<file path="src/rtl/adcseq_pkg.sv">
package adcseq_pkg;
  typedef enum logic [1:0] {
    SEQ_IDLE = 2'd0,
    SEQ_XFER = 2'd1,
    SEQ_CONV = 2'd2
  } seq_state_e;
endpackage

</file>
<file path="src/rtl/csel_filter.sv">
// Chip-select filter: the filtered level follows the pin only after AGREE
// consecutive core-clock samples agree.
module csel_filter #(
  parameter int AGREE = 2
) (
  input  logic clk,
  input  logic rst_n,
  input  logic cs_n_raw,
  output logic cs_filt
);
  logic [AGREE-1:0] hist_q, hist_d;
  logic             filt_q, filt_d;

  always_comb begin
    hist_d = {hist_q[AGREE-2:0], cs_n_raw};
    filt_d = filt_q;
    if (&hist_q)
      filt_d = 1'b1;
    else if (~|hist_q)
      filt_d = 1'b0;
  end

  always_ff @(posedge clk or negedge rst_n) begin
    if (!rst_n) begin
      hist_q <= '1;
      filt_q <= 1'b1;
    end else begin
      hist_q <= hist_d;
      filt_q <= filt_d;
    end
  end

  assign cs_filt = filt_q;

  // a change of the filtered level needs two agreeing pin samples
  a_r7_two_samples: assert property (@(posedge clk) disable iff (!rst_n)
    (filt_q != $past(filt_q)) |->
      ($past(cs_n_raw, 2) == filt_q && $past(cs_n_raw, 3) == filt_q));
endmodule

</file>
<file path="src/rtl/sclk_sampler.sv">
// Samples SCLK and SDI into the core domain and flags SCLK edges.
module sclk_sampler #(
  parameter int STAGES = 2
) (
  input  logic clk,
  input  logic rst_n,
  input  logic sclk,
  input  logic sdi,
  output logic rise,
  output logic fall,
  output logic sdi_smp
);
  logic [STAGES-1:0] sc_q;
  logic              sd_q;

  always_ff @(posedge clk or negedge rst_n) begin
    if (!rst_n) begin
      sc_q <= '0;
      sd_q <= 1'b0;
    end else begin
      sc_q <= {sc_q[STAGES-2:0], sclk};
      sd_q <= sdi;
    end
  end

  assign rise    = sc_q[STAGES-2] & ~sc_q[STAGES-1];
  assign fall    = ~sc_q[STAGES-2] & sc_q[STAGES-1];
  assign sdi_smp = sd_q;
endmodule

</file>
<file path="src/rtl/addr_decode.sv">
// Splits the latched multiplexer code into channel / test voltage / logic test.
module addr_decode #(
  parameter int AW     = 5,
  parameter int NUM_CH = 19
) (
  input  logic [AW-1:0] code,
  output logic          chan_on,
  output logic          vtest_on,
  output logic          logic_test
);
  localparam logic [AW-1:0] VTEST_CODE = AW'(NUM_CH);

  always_comb begin
    logic_test = &code[AW-1:AW-2];
    chan_on    = !logic_test && (code < VTEST_CODE);
    vtest_on   = !logic_test && (code == VTEST_CODE);
  end
endmodule

</file>
<file path="src/rtl/sar_core.sv">
// Successive-approximation engine: one bit per cycle, MSB first, then
// idle padding up to CONV_CYCLES.
module sar_core #(
  parameter int DW          = 8,
  parameter int CONV_CYCLES = 28
) (
  input  logic          clk,
  input  logic          rst_n,
  input  logic          start_i,
  input  logic          abort_i,
  input  logic          cmp_i,
  output logic [DW-1:0] trial_o,
  output logic          done_o,
  output logic [DW-1:0] result_o
);
  localparam int          CW   = $clog2(CONV_CYCLES);
  localparam logic [CW-1:0] LAST = CW'(CONV_CYCLES - 1);

  logic [CW-1:0] cnt_q, cnt_d;
  logic [DW-1:0] res_q, res_d;
  logic [DW-1:0] mask_q, mask_d;
  logic          run_q, run_d;

  always_comb begin
    cnt_d  = cnt_q;
    res_d  = res_q;
    mask_d = mask_q;
    run_d  = run_q;
    done_o = run_q && (cnt_q == LAST);
    if (start_i) begin
      run_d  = 1'b1;
      cnt_d  = '0;
      res_d  = '0;
      mask_d = {1'b1, {(DW-1){1'b0}}};
    end else if (run_q) begin
      if (cmp_i && (|mask_q))
        res_d = res_q | mask_q;
      mask_d = mask_q >> 1;
      cnt_d  = cnt_q + 1'b1;
      if (done_o || abort_i)
        run_d = 1'b0;
    end
  end

  always_ff @(posedge clk or negedge rst_n) begin
    if (!rst_n) begin
      cnt_q  <= '0;
      res_q  <= '0;
      mask_q <= '0;
      run_q  <= 1'b0;
    end else begin
      cnt_q  <= cnt_d;
      res_q  <= res_d;
      mask_q <= mask_d;
      run_q  <= run_d;
    end
  end

  assign trial_o  = run_q ? (res_q | mask_q) : '0;
  assign result_o = res_d;

  // at most one bit is under test in any cycle
  a_r4_one_trial_bit: assert property (@(posedge clk) disable iff (!rst_n)
    run_q |-> $onehot0(mask_q));
  // a conversion is never shorter than its full length
  a_r4_no_early_done: assert property (@(posedge clk) disable iff (!rst_n)
    (start_i && !run_q) |=> !done_o);
endmodule

</file>
<file path="src/rtl/adc_serial_seq.sv">
module adc_serial_seq
  import adcseq_pkg::*;
#(
  parameter int DW          = 8,
  parameter int AW          = 5,
  parameter int NUM_CH      = 19,
  parameter int CONV_CYCLES = 28,
  parameter int CS_AGREE    = 2
) (
  input  logic          clk,
  input  logic          rst_n,
  input  logic          cs_n,
  input  logic          sclk,
  input  logic          sdi,
  input  logic          cmp,
  output logic          sdo,
  output logic          sdo_oe,
  output logic [AW-1:0] mux_sel,
  output logic          chan_on,
  output logic          vtest_on,
  output logic          logic_test,
  output logic          sample_en,
  output logic [DW-1:0] dac_word,
  output logic          res_valid
);
  localparam int            CNT_W    = $clog2(DW + 1);
  localparam logic [AW-1:0] IDLE_CODE = AW'(NUM_CH + 1);

  logic          cs_f;
  logic          sc_rise, sc_fall, sdi_smp;
  logic          sar_start, sar_abort, sar_done;
  logic [DW-1:0] sar_result;

  seq_state_e    state_q, state_d;
  logic [CNT_W-1:0] rise_cnt_q, rise_cnt_d, fall_cnt_q, fall_cnt_d;
  logic [AW-1:0] addr_sh_q, addr_sh_d, addr_q, addr_d;
  logic [DW-1:0] out_sh_q, out_sh_d;
  logic          samp_q, samp_d, valid_q, valid_d, left_q, left_d;

  csel_filter #(.AGREE(CS_AGREE)) u_csf (
    .clk(clk), .rst_n(rst_n), .cs_n_raw(cs_n), .cs_filt(cs_f));

  sclk_sampler #(.STAGES(2)) u_sck (
    .clk(clk), .rst_n(rst_n), .sclk(sclk), .sdi(sdi),
    .rise(sc_rise), .fall(sc_fall), .sdi_smp(sdi_smp));

  sar_core #(.DW(DW), .CONV_CYCLES(CONV_CYCLES)) u_sar (
    .clk(clk), .rst_n(rst_n), .start_i(sar_start), .abort_i(sar_abort),
    .cmp_i(cmp), .trial_o(dac_word), .done_o(sar_done), .result_o(sar_result));

  addr_decode #(.AW(AW), .NUM_CH(NUM_CH)) u_dec (
    .code(addr_q), .chan_on(chan_on), .vtest_on(vtest_on), .logic_test(logic_test));

  always_comb begin
    state_d    = state_q;
    rise_cnt_d = rise_cnt_q;
    fall_cnt_d = fall_cnt_q;
    addr_sh_d  = addr_sh_q;
    addr_d     = addr_q;
    out_sh_d   = out_sh_q;
    samp_d     = samp_q;
    valid_d    = valid_q;
    left_d     = left_q;
    sar_start  = 1'b0;
    sar_abort  = 1'b0;
    unique case (state_q)
      SEQ_IDLE: begin
        if (!cs_f) begin
          state_d    = SEQ_XFER;
          rise_cnt_d = '0;
          fall_cnt_d = '0;
        end
      end
      SEQ_XFER: begin
        if (cs_f) begin
          state_d = SEQ_IDLE;
          samp_d  = 1'b0;
          if ((rise_cnt_q != '0) || (fall_cnt_q != '0))
            valid_d = 1'b0;
        end else begin
          if (sc_rise && (rise_cnt_q != CNT_W'(DW))) begin
            rise_cnt_d = rise_cnt_q + 1'b1;
            if (rise_cnt_q < CNT_W'(AW))
              addr_sh_d = {addr_sh_q[AW-2:0], sdi_smp};
            if (rise_cnt_q == CNT_W'(AW - 1)) begin
              addr_d = {addr_sh_q[AW-2:0], sdi_smp};
              samp_d = 1'b1;
            end
          end
          if (sc_fall) begin
            fall_cnt_d = fall_cnt_q + 1'b1;
            out_sh_d   = {out_sh_q[DW-2:0], 1'b0};
            if (fall_cnt_q == CNT_W'(DW - 1)) begin
              state_d   = SEQ_CONV;
              samp_d    = 1'b0;
              left_d    = 1'b0;
              sar_start = 1'b1;
            end
          end
        end
      end
      SEQ_CONV: begin
        if (cs_f)
          left_d = 1'b1;
        if (sar_done) begin
          out_sh_d = sar_result;
          valid_d  = 1'b1;
          if (!cs_f) begin
            state_d    = SEQ_XFER;
            rise_cnt_d = '0;
            fall_cnt_d = '0;
          end else begin
            state_d = SEQ_IDLE;
          end
        end else if (left_q && !cs_f) begin
          sar_abort  = 1'b1;
          valid_d    = 1'b0;
          state_d    = SEQ_XFER;
          rise_cnt_d = '0;
          fall_cnt_d = '0;
        end
      end
      default: state_d = SEQ_IDLE;
    endcase
  end

  always_ff @(posedge clk or negedge rst_n) begin
    if (!rst_n) begin
      state_q    <= SEQ_IDLE;
      rise_cnt_q <= '0;
      fall_cnt_q <= '0;
      addr_sh_q  <= '0;
      addr_q     <= IDLE_CODE;
      out_sh_q   <= '0;
      samp_q     <= 1'b0;
      valid_q    <= 1'b0;
      left_q     <= 1'b0;
    end else begin
      state_q    <= state_d;
      rise_cnt_q <= rise_cnt_d;
      fall_cnt_q <= fall_cnt_d;
      addr_sh_q  <= addr_sh_d;
      addr_q     <= addr_d;
      out_sh_q   <= out_sh_d;
      samp_q     <= samp_d;
      valid_q    <= valid_d;
      left_q     <= left_d;
    end
  end

  assign sdo       = out_sh_q[DW-1];
  assign sdo_oe    = ~cs_n;
  assign mux_sel   = addr_q;
  assign sample_en = samp_q;
  assign res_valid = valid_q;

  // once five address bits are in, later rising edges keep the code
  a_r3_addr_hold: assert property (@(posedge clk) disable iff (!rst_n)
    (state_q == SEQ_XFER && rise_cnt_q >= CNT_W'(AW)) |=> $stable(addr_q));
  // SCLK cannot move the output register while a conversion runs
  a_r5_conv_blocks_shift: assert property (@(posedge clk) disable iff (!rst_n)
    (state_q == SEQ_CONV && !sar_done) |=> $stable(out_sh_q));
  // the valid flag is only set by a finishing conversion
  a_r8_valid_from_done: assert property (@(posedge clk) disable iff (!rst_n)
    $rose(valid_q) |-> $past(sar_done));
  // at most one decode outcome at a time
  a_r9_decode_exclusive: assert property (@(posedge clk) disable iff (!rst_n)
    $onehot0({chan_on, vtest_on, logic_test}));
  // sampling is never active during a conversion
  a_r3_hold_in_conv: assert property (@(posedge clk) disable iff (!rst_n)
    (state_q == SEQ_CONV) |-> !sample_en);
endmodule

</file>
<file path="config.mk">
export PLATFORM = sky130hd
export DESIGN_NAME = adc_serial_seq
export DESIGN_NICKNAME = d
export VERILOG_FILES = /design/src/rtl/adcseq_pkg.sv /design/src/rtl/csel_filter.sv /design/src/rtl/sclk_sampler.sv /design/src/rtl/addr_decode.sv /design/src/rtl/sar_core.sv /design/src/rtl/adc_serial_seq.sv
export SDC_FILE = /design/constraint.sdc
export NUM_CORES = 1
export LEC_CHECK = 0
export BUFFER_PORTS_ARGS = -buffer_cell sky130_fd_sc_hd__buf_2
export CAP_MARGIN = 5
export CORE_AREA = 5 5 80 111
export CTS_BUF_LIST = sky130_fd_sc_hd__clkbuf_4 sky130_fd_sc_hd__clkbuf_8 sky130_fd_sc_hd__clkbuf_16
export CTS_CLUSTER_DIAMETER = 150
export DETAILED_ROUTE_END_ITERATION = 12
export DIE_AREA = 0 0 85 116
export GPL_TIMING_DRIVEN = 0
export REMOVE_ABC_BUFFERS = 1
export SETUP_SLACK_MARGIN = 0.15
export SLEW_MARGIN = 20
export SYNTH_ARGS = -nofsm -noshare
export SYNTH_HDL_FRONTEND = slang
export SYNTH_SLANG_ARGS = --single-unit
</file>
<file path="constraint.sdc">
create_clock -name clk -period 3 [get_ports clk]
set_clock_uncertainty 0.2 [all_clocks]
set_input_delay 0 -clock clk [delete_from_list [all_inputs] [get_ports clk]]
set_output_delay 0 -clock clk [all_outputs]
set_load 0.03 [all_outputs]
</file>
## Yosys cells after proc, flatten, opt, wreduce, memory -nomap -nowiden

Cells that the tools add are included.

- Bitwise logic cells: 7
- Reductions and logical operators: 28
- Equal/unequal tests: 20
- Mux-type cells: 58
- Magnitude comparators: 2
- $add $sub $neg: 3

Operators with widths:

| kind | number |
|---|---|
| $mux W8 | 9 |
| $mux W4 | 9 |
| $reduce_and A4 Y1 | 7 |
| $mux W1 | 26 |
| $pmux W4 S3 | 2 |
| $pmux W8 S2 | 1 |
| $ne A2 B2 Y1 const B | 7 |
| $mux W2 | 6 |
| $eq A5 B5 Y1 const B | 2 |
| $mux W5 | 2 |
| $add A4 B1 Y4 const B | 2 |
| $eq A4 B3 Y1 const B | 2 |
| $or A8 B8 Y8 | 1 |
| $reduce_bool A4 Y1 | 2 |
| $reduce_or A8 Y1 | 1 |
| $logic_and A1 B1 Y1 | 6 |
| $ne A2 B1 Y1 const B | 3 |
| $ne A3 B2 Y1 const B | 2 |
| $pmux W2 S3 | 1 |
| $add A5 B1 Y5 const B | 1 |
| $lt A5 B5 Y1 const B | 1 |
| $reduce_and A5 Y1 | 1 |
| $lt A4 B3 Y1 const B | 1 |
| $ne A4 B4 Y1 const B | 1 |
| other kinds (13) | 22 |

- Bits of input ports: 6
- Register bits after elaboration: 58
- Word-level logic and storage cells: 135
- Output and inout port bits: 20

## Depth between registers and ports, before layout

- Depth after elaboration: 9
- Mapped depth: 8
- Depth with buffers taken out: 7

## By module

From an unflattened synthesis, not the netlist that was laid out.

- Cells, all modules: 272
- Area total of the unflattened synthesis: 2,920.3 um^2

By module, submodules not included:

| module | seq. area each (um^2) | cells an instance | times used | area each (um^2) |
|---|---|---|---|---|
| adc_serial_seq | 753.2 | 160 | 1 | 1,689.1 |
| sar_core | 550.5 | 97 | 1 | 1,006.0 |
| csel_filter | 78.8 | 5 | 1 | 106.4 |
| sclk_sampler | 75.1 | 5 | 1 | 90.1 |
| addr_decode | 0.0 | 5 | 1 | 28.8 |

## Worst setup path after synthesis

No wires, ideal clock.

- Path kind: reg-to-reg
- Start: reg state_q[1]
- End: reg addr_q[0], in the netlist mux_sel[0]
- Path slack: 883 ps
- Arrival: 1,792 ps
- Data required time: 2,675 ps
- Library setup time: 125 ps
- Stages on the path, launching flop included: 7
- Cell sequence: dfrtp_1 -> inv_1 -> ha_1 -> nand2_4 -> or4_4 -> buf_6 -> mux2_4

- Cells in the longest elaborated chain, start to end: 2

RTL lines:

| item | RTL line | source |
|---|---|---|
| start, declared | adc_serial_seq.sv:34 | `seq_state_e state_q, state_d;` |
| start signal, assigned | adc_serial_seq.sv:139 | `state_q <= state_d;` |
| $eq A2 B1 Y1 | adc_serial_seq.sv:66 | `unique case (state_q)` |
| $reduce_and A4 Y1 (no source line) | - |  |
| end signal, assigned | adc_serial_seq.sv:143 | `addr_q <= addr_d;` |
| end, declared | adc_serial_seq.sv:36 | `logic [AW-1:0] addr_sh_q, addr_sh_d, addr_q, addr_d;` |

No other way between the ends.
A chain may end at the register's enable or synchronous reset.

## Final worst setup path

- Start: reg u_sar.run_q
- End: reg rise_cnt_q[2]

- Cells in the longest elaborated chain, start to end: 3
- Elaborated cells between the ends (all ways): 5
- Classes of those cells: 1 x eq/ne; 2 x mux; 2 x reduce/logical

RTL lines:

| item | RTL line | source |
|---|---|---|
| start, declared | sar_core.sv:22 | `logic run_q, run_d;` |
| start signal, assigned | sar_core.sv:55 | `run_q <= run_d;` |
| $logic_and A1 B1 Y1 (*) | sar_core.sv:29 | `done_o = run_q && (cnt_q == LAST);` |
| $ne A3 B3 Y1 (no source line) or $mux W4 (tied branches) | - |  |
| $reduce_and A4 Y1 (no source line) or $pmux W4 S3 (tied branches) | - |  |
| end signal, assigned | adc_serial_seq.sv:140 | `rise_cnt_q <= rise_cnt_d;` |
| end, declared | adc_serial_seq.sv:35 | `logic [CNT_W-1:0] rise_cnt_q, rise_cnt_d, fall_cnt_q, fall_cnt_d;` |

Every way passes the cells marked *; elsewhere a longest branch is shown, timed or not.

==> results.json <==
{
  "finalCritPeriodShare_pct": 76.3,
  "dr_wl_met2_um": 2760,
  "die_area_um2": 9860,
  "drv_slew": 0,
  "cts_max_level": 3,
  "fin_nets": 309,
  "synth-adder-area-share_pct": 5.22,
  "cellPowerDensity_nw_per_um2": 660,
  "instances_no_fill": 396,
  "overflow": 0,
  "drv_cap": 0,
  "numPortBuffers": 25,
  "fmax_mhz": 437,
  "initial_core_util_pct": 37.3,
  "switching_share_pct": 33.1,
  "synth_warnings": 0,
  "pwr-share-seq_pct": 42.8,
  "hold_violations": 0,
  "yosysTopAreaCellShare_pct": 46.1,
  "final-seq-area_um2": 1460,
  "vias": 1986,
  "synth_mux_area_share_pct": 10.8,
  "grt_pass1_vias": 2055,
  "cp_max_fo": 24,
  "multiInputGateArea_um2": 1300,
  "synthCells": 261,
  "area_growth_pct": 15.1,
  "drive_above_1_share_pct": 24.3,
  "holdWs_ns": 0.0617,
  "layout_setup_ws_ns": 0.712,
  "coreArea_um2": 7700,
  "cp-end-kind": "flop",
  "cts_buffers": 9,
  "remaining_drc_errors": 0,
  "wirelength_um": 5450,
  "yosysSeqAreaShare_pct": 50.7,
  "synthArstFlopShare_pct": 100,
  "antenna_cells": 0,
  "cts_tree": "yes",
  "synth_enable_flop_cells": 0,
  "min_path_type": "input pin to async pin",
  "drtIter0Drc": 74,
  "ios": 26,
  "clock-root-buffer": "clkbuf_8",
  "relSlewSlack_pct": 51.2,
  "clk_latency_ns": 0.34,
  "gp_congestion": 0.807,
  "synth_seq_cells": 58,
  "die_y_um": 116,
  "n_fill_cell": 778,
  "top_layer": "met4",
  "start_kind": "flop",
  "cp_data_arrival_time_ns": 2.31,
  "m1WireLength_um": 2360,
  "path_clk_slew_ns": 0.07,
  "die-width_um": 85,
  "syn-cell-area_um2": 2870,
  "yosysTopAreaCell": "dfrtp_1",
  "grt_max_degree": 59,
  "status": "finished, final reports clean",
  "syn_avg_cell_area_um2": 11.0,
  "place_ws_ns": 0.335,
  "post_drt_wl_per_cell_um": 13.8,
  "synth-simple-area-share_pct": 13.0,
  "antenna_found_initial": 0,
  "firstDrtPassIters": 4,
  "worstSetupPathType": "flop to flop",
  "setup_violations": 0,
  "grt_setup_unrepaired": "false",
  "grtUsageTotal_pct": 12.1,
  "synth-compound-area-share_pct": 14.8,
  "switchingPower_uw": 722,
  "synth_top_family_by_area": "compound AO/OA/AOI/OAI gates",
  "ant_nets": 0,
  "reg2reg_depth": 5,
  "internal_power_uw": 1460,
  "worstMarginPinSlew_ns": 0.732,
  "p_leak_uw": 0.00158,
  "place_inst": 376,
  "viasPerCell": 5.02,
  "post-route-min-period_ns": 2.29,
  "synth_area_leaders": "dfrtp_1 (46%), ha_1 (5.2%), mux2_2 (4.7%)",
  "tns_ns": 0,
  "worst_ep_required_time_ns": 3.02,
  "pwr-share-comb_pct": 26.7,
  "cts_buffer_depth": 2,
  "synth_xor_xnor_area_share_pct": 1.22,
  "cts_sinks": 58,
  "dominantRegCellSynth": "dfrtp_1",
  "grt_pass1_wl_um": 9410,
  "ys_types": 56,
  "num_rows": 38,
  "peakVddDrop_v": 0.000277,
  "routed-wl-met3_um": 191,
  "place_hpwl_um": 3750,
  "pwr-share-clk_pct": 30.5
}
[cells in the mapped netlist, drive strengths merged, types with 2 or more instances]
master   n
dfrtp   53
o21a     9
inv     16
nor3     3
nand2   21
o22ai    2
o21ai    9
ha      12
buf      6
nand2b   5
nand3    6
nand4    2
mux2i   10
dfstp    5
o31ai    9
nand3b   2
a32o     2
and2     2
nor2b    2
clkbuf   4
a21oi   12
mux2    17
xor2     3
nor2    24
[state kept, by name, indices dropped and copies added (netlist names), 4 cells and up]
| name | cells |
|---|---|
| u_sar.cnt_q | 5 |
| mux_sel | 5 |
| addr_sh_q | 4 |
| out_sh_q | 8 |
| u_sar.mask_q | 8 |
| u_sar.res_q | 8 |
| fall_cnt_q | 4 |
| rise_cnt_q | 4 |
[placed cells by master, fill, tap and decap left out, drive strengths merged, types with 10 or more instances in the layout]
| cell type | instances |
|---|---|
| dfrtp | 53 |
| buf | 25 |
| nor2 | 24 |
| nand2 | 21 |
| mux2 | 17 |
| inv | 16 |
| a21oi | 12 |
| ha | 12 |
| clkbuf | 12 |
| mux2i | 10 |
[layout make-up]
class | count | area share [%]
Tap cell | 100 | 3.78
Timing Repair Buffer | 29 | 5.07
Sequential cell | 58 | 44.1
Multi-Input combinational cell | 176 | 39.3
Clock inverter | 4 | 0.757
Inverter | 17 | 1.97
Clock buffer | 12 | 4.99
[cells by family (layout without fill, tap and decap cells)]
kind of cell,Yosys count,after routing
AND/OR/NAND/NOR,75,75
AO/OA/AOI/OAI,58,58
flip-flops,58,58
multiplexers,27,27
buffers and inverters,27,62
adder cells (fa/ha/maj),12,12
XOR/XNOR,4,4
[worst max-delay path, cell delays in order, from the launching register on]
cell,delay [ns]
dfrtp_2,0.69
nand3_1,0.25
nor3_1,0.31
o22a_2,0.26
nand2_1,0.10
a221o_1,0.36
[worst paths after layout]
| path | end | slack [ns] | start |
|---|---|---|---|
| max | rise_cnt_q[2]$_DFFE_PN0P_ | 0.71 | u_sar.run_q$_DFF_PN0_ |
| min | u_sar.cnt_q[1]$_DFFE_PN0P_ | 0.06 | rst_n |
| min reg2reg | u_csf.hist_q[1]$_DFF_PN1_ | 0.17 | u_csf.hist_q[0]$_DFF_PN1_ |
| min in group clk | u_sar.res_q[0]$_DFF_PN0_ | 0.11 | cmp |
| max in group asynchronous | u_sar.run_q$_DFF_PN0_ | 2.03 | rst_n |
| max reg2reg | rise_cnt_q[2]$_DFFE_PN0P_ | 0.71 | u_sar.run_q$_DFF_PN0_ |
[through the flow]
| stage | total power [uW] | util (%) | cell area [um2] |
|---|---|---|---|
| 2_1_floorplan | 1380 | - | 2820 |
| 3_3_place_gp | 1520 | 39.8 | 3070 |
| 3_5_place_dp | 1530 | 39.9 | 3070 |
| 4_1_cts | 2220 | 42.9 | 3300 |
| 5_1_grt | 2330 | 42.9 | 3310 |
| 6_report | 2180 | 42.9 | 3310 |
[metal layers]
metal	vias to the layer above	track usage (%)
met4	0	7.29
li1	978	-
met2	23	21.2
met1	976	13.3
met5	-	0
met3	9	2.84
[repair_timing]
| item | 4_1_cts | 5_1_grt |
|---|---|---|
| hold buffers | 4 | 0 |
| endpoints found under the hold margin | 61 | 0 |
| buffers inserted | 0 | 0 |
| gates resized for setup | 0 | 1 |
| setup endpoints to repair | 0 | 1 |
[power by group through the flow]
stage | clock network [uW] | logic [uW] | registers, uW
final | 667 | 582 | 934
after global routing | 723 | 656 | 947
after global placement | 0 | 578 | 945
after detailed placement | 0 | 583 | 949
after floorplan | 0 | 434 | 948
after CTS | 693 | 589 | 935
(Power assumes the default switching activity.)
